<file path="src/rtl/ssp_pkg.sv">
package ssp_pkg;
    localparam int PC_W   = 16;
    localparam int IDX_W  = 4;
    localparam int SSID_W = 3;
    localparam int TAG_W  = 6;
    localparam int SSIT_N = 1 << IDX_W;
    localparam int SET_N  = 1 << SSID_W;

    typedef logic [SSID_W-1:0] ssid_t;
    typedef logic [TAG_W-1:0]  tag_t;
    typedef logic [IDX_W-1:0]  idx_t;

    typedef struct packed {
        logic  vld;
        ssid_t id;
    } ssit_ent_t;

    typedef struct packed {
        logic vld;
        tag_t tag;
    } lfst_ent_t;

    typedef enum logic [1:0] {
        MRG_FRESH     = 2'd0,
        MRG_USE_STORE = 2'd1,
        MRG_USE_LOAD  = 2'd2,
        MRG_USE_MIN   = 2'd3
    } merge_kind_t;

    function automatic idx_t pc_index(input logic [PC_W-1:0] pc);
        return pc[IDX_W-1:0];
    endfunction

    function automatic ssid_t fresh_id(input logic [PC_W-1:0] pc);
        return pc[SSID_W-1:0];
    endfunction

    function automatic merge_kind_t merge_kind(input logic ld_vld, input logic st_vld);
        case ({ld_vld, st_vld})
            2'b00:   return MRG_FRESH;
            2'b01:   return MRG_USE_STORE;
            2'b10:   return MRG_USE_LOAD;
            default: return MRG_USE_MIN;
        endcase
    endfunction

    function automatic ssid_t id_min(input ssid_t a, input ssid_t b);
        return (a < b) ? a : b;
    endfunction
endpackage

</file>
<file path="src/rtl/ssp_clr_timer.sv">
module ssp_clr_timer #(
    parameter int PERIOD = 4096
) (
    input  logic clk,
    input  logic rst,
    output logic pulse
);
    localparam int CW = (PERIOD > 2) ? $clog2(PERIOD) : 1;
    localparam logic [CW-1:0] LAST = CW'(PERIOD - 1);

    logic [CW-1:0] cnt;

    assign pulse = (cnt == LAST);

    always_ff @(posedge clk) begin
        if (rst)        cnt <= '0;
        else if (pulse) cnt <= '0;
        else            cnt <= cnt + 1'b1;
    end
endmodule

</file>
<file path="src/rtl/ssp_ssit.sv">
module ssp_ssit
    import ssp_pkg::*;
(
    input  logic            clk,
    input  logic            rst,
    input  logic            clr,
    input  logic [PC_W-1:0] rd_pc,
    output ssit_ent_t       rd_ent,
    input  logic            viol_valid,
    input  logic [PC_W-1:0] viol_load_pc,
    input  logic [PC_W-1:0] viol_store_pc
);
    ssit_ent_t   tbl [SSIT_N];
    ssit_ent_t   ld_ent, st_ent;
    ssid_t       new_id;
    merge_kind_t kind;

    assign rd_ent = tbl[pc_index(rd_pc)];
    assign ld_ent = tbl[pc_index(viol_load_pc)];
    assign st_ent = tbl[pc_index(viol_store_pc)];
    assign kind   = merge_kind(ld_ent.vld, st_ent.vld);

    always_comb begin
        case (kind)
            MRG_FRESH:     new_id = fresh_id(viol_load_pc);
            MRG_USE_STORE: new_id = st_ent.id;
            MRG_USE_LOAD:  new_id = ld_ent.id;
            default:       new_id = id_min(ld_ent.id, st_ent.id);
        endcase
    end

    always_ff @(posedge clk) begin
        if (rst || clr) begin
            for (int i = 0; i < SSIT_N; i++) tbl[i] <= '0;
        end else if (viol_valid) begin
            tbl[pc_index(viol_load_pc)]  <= '{vld: 1'b1, id: new_id};
            tbl[pc_index(viol_store_pc)] <= '{vld: 1'b1, id: new_id};
        end
    end
endmodule

</file>
<file path="src/rtl/ssp_lfst.sv">
module ssp_lfst
    import ssp_pkg::*;
(
    input  logic      clk,
    input  logic      rst,
    input  logic      clr,
    input  ssid_t     rd_id,
    output lfst_ent_t rd_ent,
    input  logic      wr_en,
    input  tag_t      wr_tag,
    input  logic      cmpl_valid,
    input  tag_t      cmpl_tag
);
    lfst_ent_t ent [SET_N];

    assign rd_ent = ent[rd_id];

    for (genvar k = 0; k < SET_N; k++) begin : g_set
        always_ff @(posedge clk) begin
            if (rst || clr)
                ent[k] <= '0;
            else if (wr_en && rd_id == ssid_t'(k))
                ent[k] <= '{vld: 1'b1, tag: wr_tag};
            else if (cmpl_valid && ent[k].vld && ent[k].tag == cmpl_tag)
                ent[k].vld <= 1'b0;
        end
    end
endmodule

</file>
<file path="src/rtl/store_set_pred.sv">
module store_set_pred
    import ssp_pkg::*;
#(
    parameter int CLEAR_PERIOD = 4096
) (
    input  logic             clk,
    input  logic             rst,
    input  logic             fetch_valid,
    input  logic             fetch_is_store,
    input  logic [PC_W-1:0]  fetch_pc,
    input  logic [TAG_W-1:0] fetch_tag,
    output logic             dep_valid,
    output logic [TAG_W-1:0] dep_tag,
    input  logic             cmpl_valid,
    input  logic [TAG_W-1:0] cmpl_tag,
    input  logic             viol_valid,
    input  logic [PC_W-1:0]  viol_load_pc,
    input  logic [PC_W-1:0]  viol_store_pc
);
    ssit_ent_t fetch_set;
    lfst_ent_t live;
    logic      ssit_hit;
    logic      clr_pulse;
    logic      store_claim;

    ssp_clr_timer #(.PERIOD(CLEAR_PERIOD)) u_timer (
        .clk   (clk),
        .rst   (rst),
        .pulse (clr_pulse)
    );

    ssp_ssit u_ssit (
        .clk           (clk),
        .rst           (rst),
        .clr           (clr_pulse),
        .rd_pc         (fetch_pc),
        .rd_ent        (fetch_set),
        .viol_valid    (viol_valid),
        .viol_load_pc  (viol_load_pc),
        .viol_store_pc (viol_store_pc)
    );

    assign ssit_hit    = fetch_valid && fetch_set.vld;
    assign store_claim = ssit_hit && fetch_is_store;

    ssp_lfst u_lfst (
        .clk        (clk),
        .rst        (rst),
        .clr        (clr_pulse),
        .rd_id      (fetch_set.id),
        .rd_ent     (live),
        .wr_en      (store_claim),
        .wr_tag     (fetch_tag),
        .cmpl_valid (cmpl_valid),
        .cmpl_tag   (cmpl_tag)
    );

    assign dep_valid = ssit_hit && live.vld;
    assign dep_tag   = live.tag;
endmodule

</file>
<file path="config.mk">
export PLATFORM = sky130hd
export DESIGN_NAME = store_set_pred
export DESIGN_NICKNAME = d
export VERILOG_FILES = /design/src/rtl/ssp_pkg.sv /design/src/rtl/ssp_clr_timer.sv /design/src/rtl/ssp_ssit.sv /design/src/rtl/ssp_lfst.sv /design/src/rtl/store_set_pred.sv
export SDC_FILE = /design/constraint.sdc
export NUM_CORES = 1
export LEC_CHECK = 0
export ABC_AREA = 1
export BUFFER_PORTS_ARGS = -buffer_cell sky130_fd_sc_hd__buf_2
export CORE_MARGIN = 2
export CORE_UTILIZATION = 56
export CTS_BUF_LIST = sky130_fd_sc_hd__clkbuf_8
export CTS_CLUSTER_DIAMETER = 80
export CTS_CLUSTER_SIZE = 12
export DETAILED_ROUTE_END_ITERATION = 16
export GPL_ROUTABILITY_DRIVEN = 1
export PLACE_DENSITY = 0.79
export SLEW_MARGIN = 15
export SYNTH_ARGS = -nofsm -noshare
export SYNTH_HDL_FRONTEND = slang
export SYNTH_SLANG_ARGS = --single-unit
</file>
<file path="constraint.sdc">
create_clock -name clk -period 2.22 [get_ports clk]
set_input_delay 0.111 -clock clk [delete_from_list [all_inputs] [get_ports clk]]
set_output_delay 0.111 -clock clk [all_outputs]
set_load 0.02 [all_outputs]
</file>
==> results_dict.tcl, run 1 <==
set metrics [dict create \
    grt_pass1_wl_um 42500 \
    end_kind "primary output" \
    worstPathCellList "nor2_1, nor2_1, o21ai_1, nand3_1, nand3_4, nand2_8, clkbuf_16, o21ai_1, nand2_1, a21oi_1, nor2_2, buf_6" \
    p_leak_nw 4.56 \
    dieArea_sq_um 15800 \
    synth_top_area_share_pct 37.7 \
    cts_buffers 17 \
    setup.worst_path.start "u_ssit.tbl[14][0]" \
    grt_pass1_vias 8171 \
    place_congestion 0.993 \
    hold_path.startpoint "fetch_tag[1]" \
    wire_per_inst_um 20.0 \
    routed_wl_um 28800 \
    period_needed_ps 2540 \
    overflow 0 \
    synth_ff_type "edfxtp_1" \
    cts_tree "done" \
    synth_top_area_cell "edfxtp_1" \
    port_buffers 36 \
    syn_nets 1181 \
    drtAntennaViolNets 0 \
    met1_usage_pct 44.1 \
    path_class "reg -> out" \
    critPathArrivalTime_ps 2430 \
    power_switching_w 0.00205 \
    maxSlewViolCount 0 \
    busiest_layer "met2" \
    cpPeakStageDelay_ps 440 \
    timing.final.ws_setup_ps -318 \
    rsz0062_at_grt "true" \
    seq_area_sq_um 3680 \
    syn_avg_cell_area_sq_um 7.44 \
    pwr-share-seq_pct 45.0 \
    dr.pass1.iters 6 \
    startpoint_type "flip-flop" \
    rows 44 \
    place_hpwl_um 19600 \
    synth-async-reset-ratio_pct 0 \
    vias 8735 \
    htree_levels 4 \
    clockBufferDepth 2 \
    final-hold-violation-count 0 \
    p_comb_share_pct 24.4 \
    synthesis.area_sq_um 8270 \
    num_io_pins 73 \
    fin_cells 1445 \
    drcViolationCount 0 \
    yosysMostFrequentCell "nand2_1" \
    core_area_sq_um 14500 \
    fin_crit_sh_pct 114 \
    clock_sinks 132 \
    switching_share_pct 32.4 \
    area_growth_pct 27.9 \
    cp_num_buf_inv 2 \
    synthesis.instances 1112 \
    ir_drop_v 0.000562 \
    path_delay_family "simple AND/OR/NAND/NOR gates" \
    required_ps 2110 \
    yosysWarnings 0 \
    clkPwrFrac_pct 30.6 \
    synth_seq_cells 132 \
    status "finished with violations" \
    crit_fanout 5 \
    grt_use_met3_pct 6.68 \
    multiInputGateArea_sq_um 4440 \
    final.fill_count 1093 \
    tightest_slew_ps 578 \
    total_power_w 0.00633 \
    placed_cells 1382 \
    power.density_nw_per_um2 598 \
    synthTopCellsByArea "edfxtp_1, nand2_1, dfxtp_1, o21ai_0, nand3_1" \
    avgViaCountPerCell 6.04 \
    violations "negative setup slack" \
    fin_skew_ps 8.73 \
    p_int_w 0.00428 \
    grt_usage_pct 35.0 \
    slew_headroom_pct 61.4 \
    synth-edff-count 104 \
    cts.clk_slew.worst_paths_ps 80 \
    start_util_pct 57.1 \
    synth_seq_area_share_pct 44.5 \
    fp.dieH_um 126 \
    synth_cell_types 40 \
    clock_latency_ps 460 \
    synth_common_cells "nand2_1, nor2_1, edfxtp_1" \
    grt_start_max_net_pins 35 \
    reg2reg_from "u_ssit.tbl[11][1]" \
    antenna_cells 0 \
    nNetsFinal 1317 \
    fmax_mhz 394 \
    grt.met2_usage_pct 57.9 \
    antenna_found_initial 0 \
    worst_hold_path_type "in -> reg" \
    setup_viol 55 \
    drtIter0Drc 1223 \
    fp.dieW_um 126 \
    drive_gt1_share_pct 28.4 \
    maxCapViolations 0 \
    cts_root_buf "clkbuf_8" \
    cpMaxStageDelayCell "edfxtp_1" \
]
## tightest hold or removal path, cell delays in order
cell	delay, ps
buf_2	70
inv_1	180
nor2_1	150
## through the flow
stage | instance area, sq um | utilization [%] | hold slack [ps] | TNS (ps) | worst slack, ps
floorplan | 8310 | - | 292 | 0 | 4.14
global placement | 9260 | 63.9 | 393 | -6540 | -161
detailed placement | 9260 | 63.9 | 411 | -9890 | -215
CTS | 10100 | 69.6 | 136 | -7470 | -202
global route | 10600 | 73.1 | 151 | -17750 | -422
finish | 10600 | 73.1 | 165 | -11630 | -318
## per-layer routing
metal	routed length (um)	share of wire, %
met1	10800	38
met3	2800	9.7
met5	0	0
met4	1330	4.6
met2	13900	48
## worst paths after layout
path	to	slack [ps]	cells past startpoint
max	dep_valid	-320	12
min	u_lfst.ent[6][1]	160	3
max reg2reg	u_ssit.tbl[5][1]	-240	14
min reg2reg	u_timer.cnt[0]	420	1
## sequential cells by signal, indices dropped and copies added (netlist names)
| register | flops |
|---|---|
| u_ssit.tbl | 64 |
| u_lfst.ent | 56 |
| u_timer.cnt | 12 |
## power by group through the flow
stage | Combinational [W] | Sequential [W] | Clock (W)
finish | 0.00154 | 0.00285 | 0.00194
global route | 0.00164 | 0.00285 | 0.00204
CTS | 0.00133 | 0.00284 | 0.00193
detailed placement | 0.00116 | 0.00289 | 0
global placement | 0.00115 | 0.00289 | 0
floorplan | 0.000728 | 0.00286 | 0
## layout make-up
cell class	count	share of cell area (%)
multi-input cells	820	42.0
clock inverters	14	1.23
repair buffers	166	13.5
inverters	111	4.01
well taps	184	2.18
clock buffers	18	2.34
flip-flops and latches	132	34.8
## cell usage in the layout, fill, tap and decap left out, types with 5 or more instances in the layout
cell	n
clkbuf_8	18
inv_1	90
xnor2_1	9
buf_6	20
a21oi_4	6
buf_12	8
nor2_1	101
nand3_4	6
o21ai_0	73
o211ai_1	12
o21ai_2	5
clkinvlp_4	5
buf_4	104
dfxtp_1	27
a21oi_1	36
inv_2	18
nor3_1	5
nand2_4	8
buf_2	29
xor2_1	10
o21ai_1	22
edfxtp_1	104
nand2_1	289
a221oi_1	8
nand3_2	21
a21oi_2	28
nand2_2	32
nor2_4	9
o22ai_1	26
nor2_2	17
nand3_1	67
nand4_1	8
## cells by family (layout without fill, tap and decap cells)
kind of cell / count (synthesis) / in the layout / share of synthesized area, %
adder cells (fa/ha/maj): 3 / 3 / 0.454
XOR/XNOR: 19 / 19 / 2.01
buffers and inverters: 161 / 309 / 8.39
flip-flops: 132 / 132 / 44.5
AO/OA/AOI/OAI: 223 / 223 / 15.0
AND/OR/NAND/NOR: 574 / 575 / 29.6
## what timing repair did
action | 4_1_cts | 5_1_grt
hold buffers | 1 | 0
endpoints found under the hold margin | 1 | 0
setup buffers | 18 | 7
cloned | 1 | 4
gates resized for setup | 87 | 94
setup endpoints to repair | 76 | 195
pin swaps | 18 | 37
Power figures use the tool's default switching activity.
==> run 2, diff against run 1 <==
CORE_UTILIZATION = 57   (was 56)
PLACE_DENSITY = 0.8   (was 0.79)
SKIP_CTS_REPAIR_TIMING = 1   (was default)
SYNTH_HIERARCHICAL = 1   (was default)
==> run 2 against run 1 <==
Net effect: the flow still finishes with violations (negative setup slack); worst hold slack worse by 16 ps; synthesized cell count rose by 12%; final cell count up 12%; cell area increased by 4.1%; via count grew 6.4%; first-iteration DRC count up 23%; highest routed layer unchanged.
==> results_dict.tcl, run 2 <==
set metrics [dict create \
    synth_ff_type "edfxtp_1" \
    grt_usage_pct 35.3 \
    total_power_w 0.00627 \
    antenna_cells 0 \
    drive_gt1_share_pct 25.7 \
    core_area_sq_um 15100 \
    synth_cell_types 38 \
    synth_top_area_cell "edfxtp_1" \
    drtAntennaViolNets 0 \
    clockBufferDepth 2 \
    dieArea_sq_um 16400 \
    synth_seq_area_share_pct 42.0 \
    synthesis.area_sq_um 8770 \
    synth-xor-area-share_pct 0.999 \
    routed_wl_um 30000 \
    cpMaxStageDelayCell "edfxtp_1" \
    antenna_found_initial 0 \
    fp.dieH_um 128 \
    path_class "reg -> out" \
    end_kind "primary output" \
    cpPeakStageDelay_ps 450 \
    synth_common_cells "nand2_1, nor2_1, inv_1" \
    grt_use_met3_pct 6.14 \
    post_synth_and_or_nand_nor_area_fraction_pct 31.7 \
    port_buffers 36 \
    timing.final.ws_setup_ps -523 \
    rows 45 \
    p_leak_nw 5.14 \
    overflow 0 \
    cts_buffers 17 \
    pwr-share-seq_pct 45.4 \
    wire_per_inst_um 18.5 \
    area_growth_pct 25.6 \
    synth_seq_cells 132 \
    drtIter0Drc 1503 \
    power.density_nw_per_um2 570 \
    startpoint_type "flip-flop" \
    violations "negative setup slack" \
    yosysMostFrequentCell "nand2_1" \
    status "finished with violations" \
    maxCapViolations 0 \
    fin_cells 1616 \
    crit_fanout 3 \
    synth_compound_area_share_pct 13.6 \
    dpl_worst_slack_ps -333 \
    grt_start_max_net_pins 23 \
    clock_sinks 132 \
    place_hpwl_um 21100 \
    cts_root_buf "clkbuf_8" \
    nNetsFinal 1485 \
    start_util_pct 58.1 \
    placed_cells 1564 \
    p_comb_share_pct 24.1 \
    final-hold-violation-count 0 \
    synth_top_area_share_pct 35.6 \
    largest_reg_flops 64 \
    worst_hold_path_type "in -> reg" \
    holdWs_ps 149 \
    synth-edff-count 104 \
    top_regs "u_ssit/tbl: 64 flops, u_lfst/ent: 56 flops, u_timer/cnt: 12 flops" \
    regMostFlops "u_ssit/tbl" \
    tightest_slew_ps 520 \
    syn_avg_cell_area_sq_um 7.06 \
    synth-async-reset-ratio_pct 0 \
    p_int_w 0.00422 \
    setup_viol 49 \
    fmax_mhz 365 \
    crit_top_cell "nand2_1" \
    final_common_cell "nand2_1" \
    cts_tree "done" \
    switching_share_pct 32.7 \
    dr.pass1.iters 9 \
    drcViolationCount 0 \
    muxShareOfSynthArea_pct 0.457 \
    synthTopCellsByArea "edfxtp_1, nand2_1, nor2_1, inv_1, dfxtp_1" \
    worstPathCellList "inv_1, a21oi_1, o21ai_1, o21ai_1, o211ai_1, nand2_2, buf_6, buf_4, o21ai_0, nand2_1, nand3_1, nand2_1, nand2_1, buf_4" \
    busiest_layer "met2" \
    ir_drop_v 0.000616 \
    rsz0062_at_grt "true" \
    required_ps 2110 \
    vias 9297 \
    place_congestion 1.03 \
    fp.dieW_um 128 \
    clkPwrFrac_pct 30.5 \
    synthesis.instances 1242 \
    htree_levels 4 \
    slew_headroom_pct 65.3 \
    grt.met2_usage_pct 58.0 \
    num_io_pins 73 \
    syn_nets 1312 \
    avgViaCountPerCell 5.75 \
    tns_ps -9520 \
    synth_top_family_by_area "simple AND/OR/NAND/NOR gates" \
    critPathArrivalTime_ps 2630 \
    fin_crit_sh_pct 124 \
    period_needed_ps 2740 \
    fin_skew_ps 14.0 \
    maxSlewViolCount 0 \
    cts.clk_slew.worst_paths_ps 80 \
    synth-adder-area-share_pct 0.571 \
    power_switching_w 0.00205 \
    met1_usage_pct 43.8 \
    grt_pass1_wl_um 43500 \
    grt_pass1_vias 8261 \
    clock_latency_ps 470 \
    yosysWarnings 6 \
    final_cell_mix "nand2_1, nor2_1, inv_1" \
]
## run 2: cell count changes in the layout (fill, tap and decap cells not counted), sizes merged, moves of 8 or more
cell    before  now
nand3       94   29
buf        162  191
a221oi       8    0
inv        112  180
nand2      330  439
o211ai      12    4
o21ai      100   88
a21oi       70   88
nor2       127  182
## run 2: routing by layer
metal  vias up  part of all wire, %
met5         -                    0
met4         0                  6.1
met3       151                   11
met2       648                   47
met1      4191                   36
li1       4307                    -
## run 2: final cells by class
| type | count | area, sq um |
|---|---|---|
| Sequential cell | 132 | 3680 |
| Inverter | 177 | 677 |
| Tap cell | 188 | 235 |
| Timing Repair Buffer | 193 | 1600 |
| Fill cell | 1159 | 4080 |
| Clock inverter | 15 | 130 |
| Multi-Input combinational cell | 894 | 4460 |
| Clock buffer | 17 | 234 |
## run 2: kinds of logic (layout without fill, tap and decap cells)
group / Yosys count / in the layout
AOI/OAI and AO/OA: 211 / 211
xor gates and xnor gates: 10 / 10
adders and majority gates: 4 / 4
buffers and inverters: 216 / 402
DFF: 132 / 132
muxes: 4 / 4
and+or+nand+nor: 665 / 665
## run 2: final timing paths
kind / start / endpoint / slack, ps / cells after the start
setup / recovery: u_ssit/tbl[9][0] / dep_tag[5] / -520 / 14
hold / removal: rst / u_timer/cnt[0] / 150 / 4
setup reg to reg: u_ssit/tbl[6][2] / u_ssit/tbl[8][0] / -270 / 11
hold reg to reg: u_timer/cnt[0] / u_timer/cnt[0] / 460 / 1
## run 2: metrics by stage
step	utilization [%]	cell area (sq um)
CTS	69.1	10400
finish	73.0	11000
floorplan	-	8770
global placement	66.7	10100
detailed placement	66.7	10100
global route	73.0	11000
## run 2: critical path: cells and delay by family, from the launching register on
kind	cells	cell delay, ps
compound gates	5	720
buf+inv	4	510
simple gates	5	480
flops	1	450
## run 2: power groups by stage
stage	logic (W)	registers [W]	clock network (W)
final	0.00151	0.00285	0.00191
after global routing	0.00161	0.00285	0.00203
after CTS	0.00127	0.00284	0.00193
after detailed placement	0.00127	0.00290	0
after global placement	0.00125	0.00289	0
after floorplan	0.000763	0.00286	0
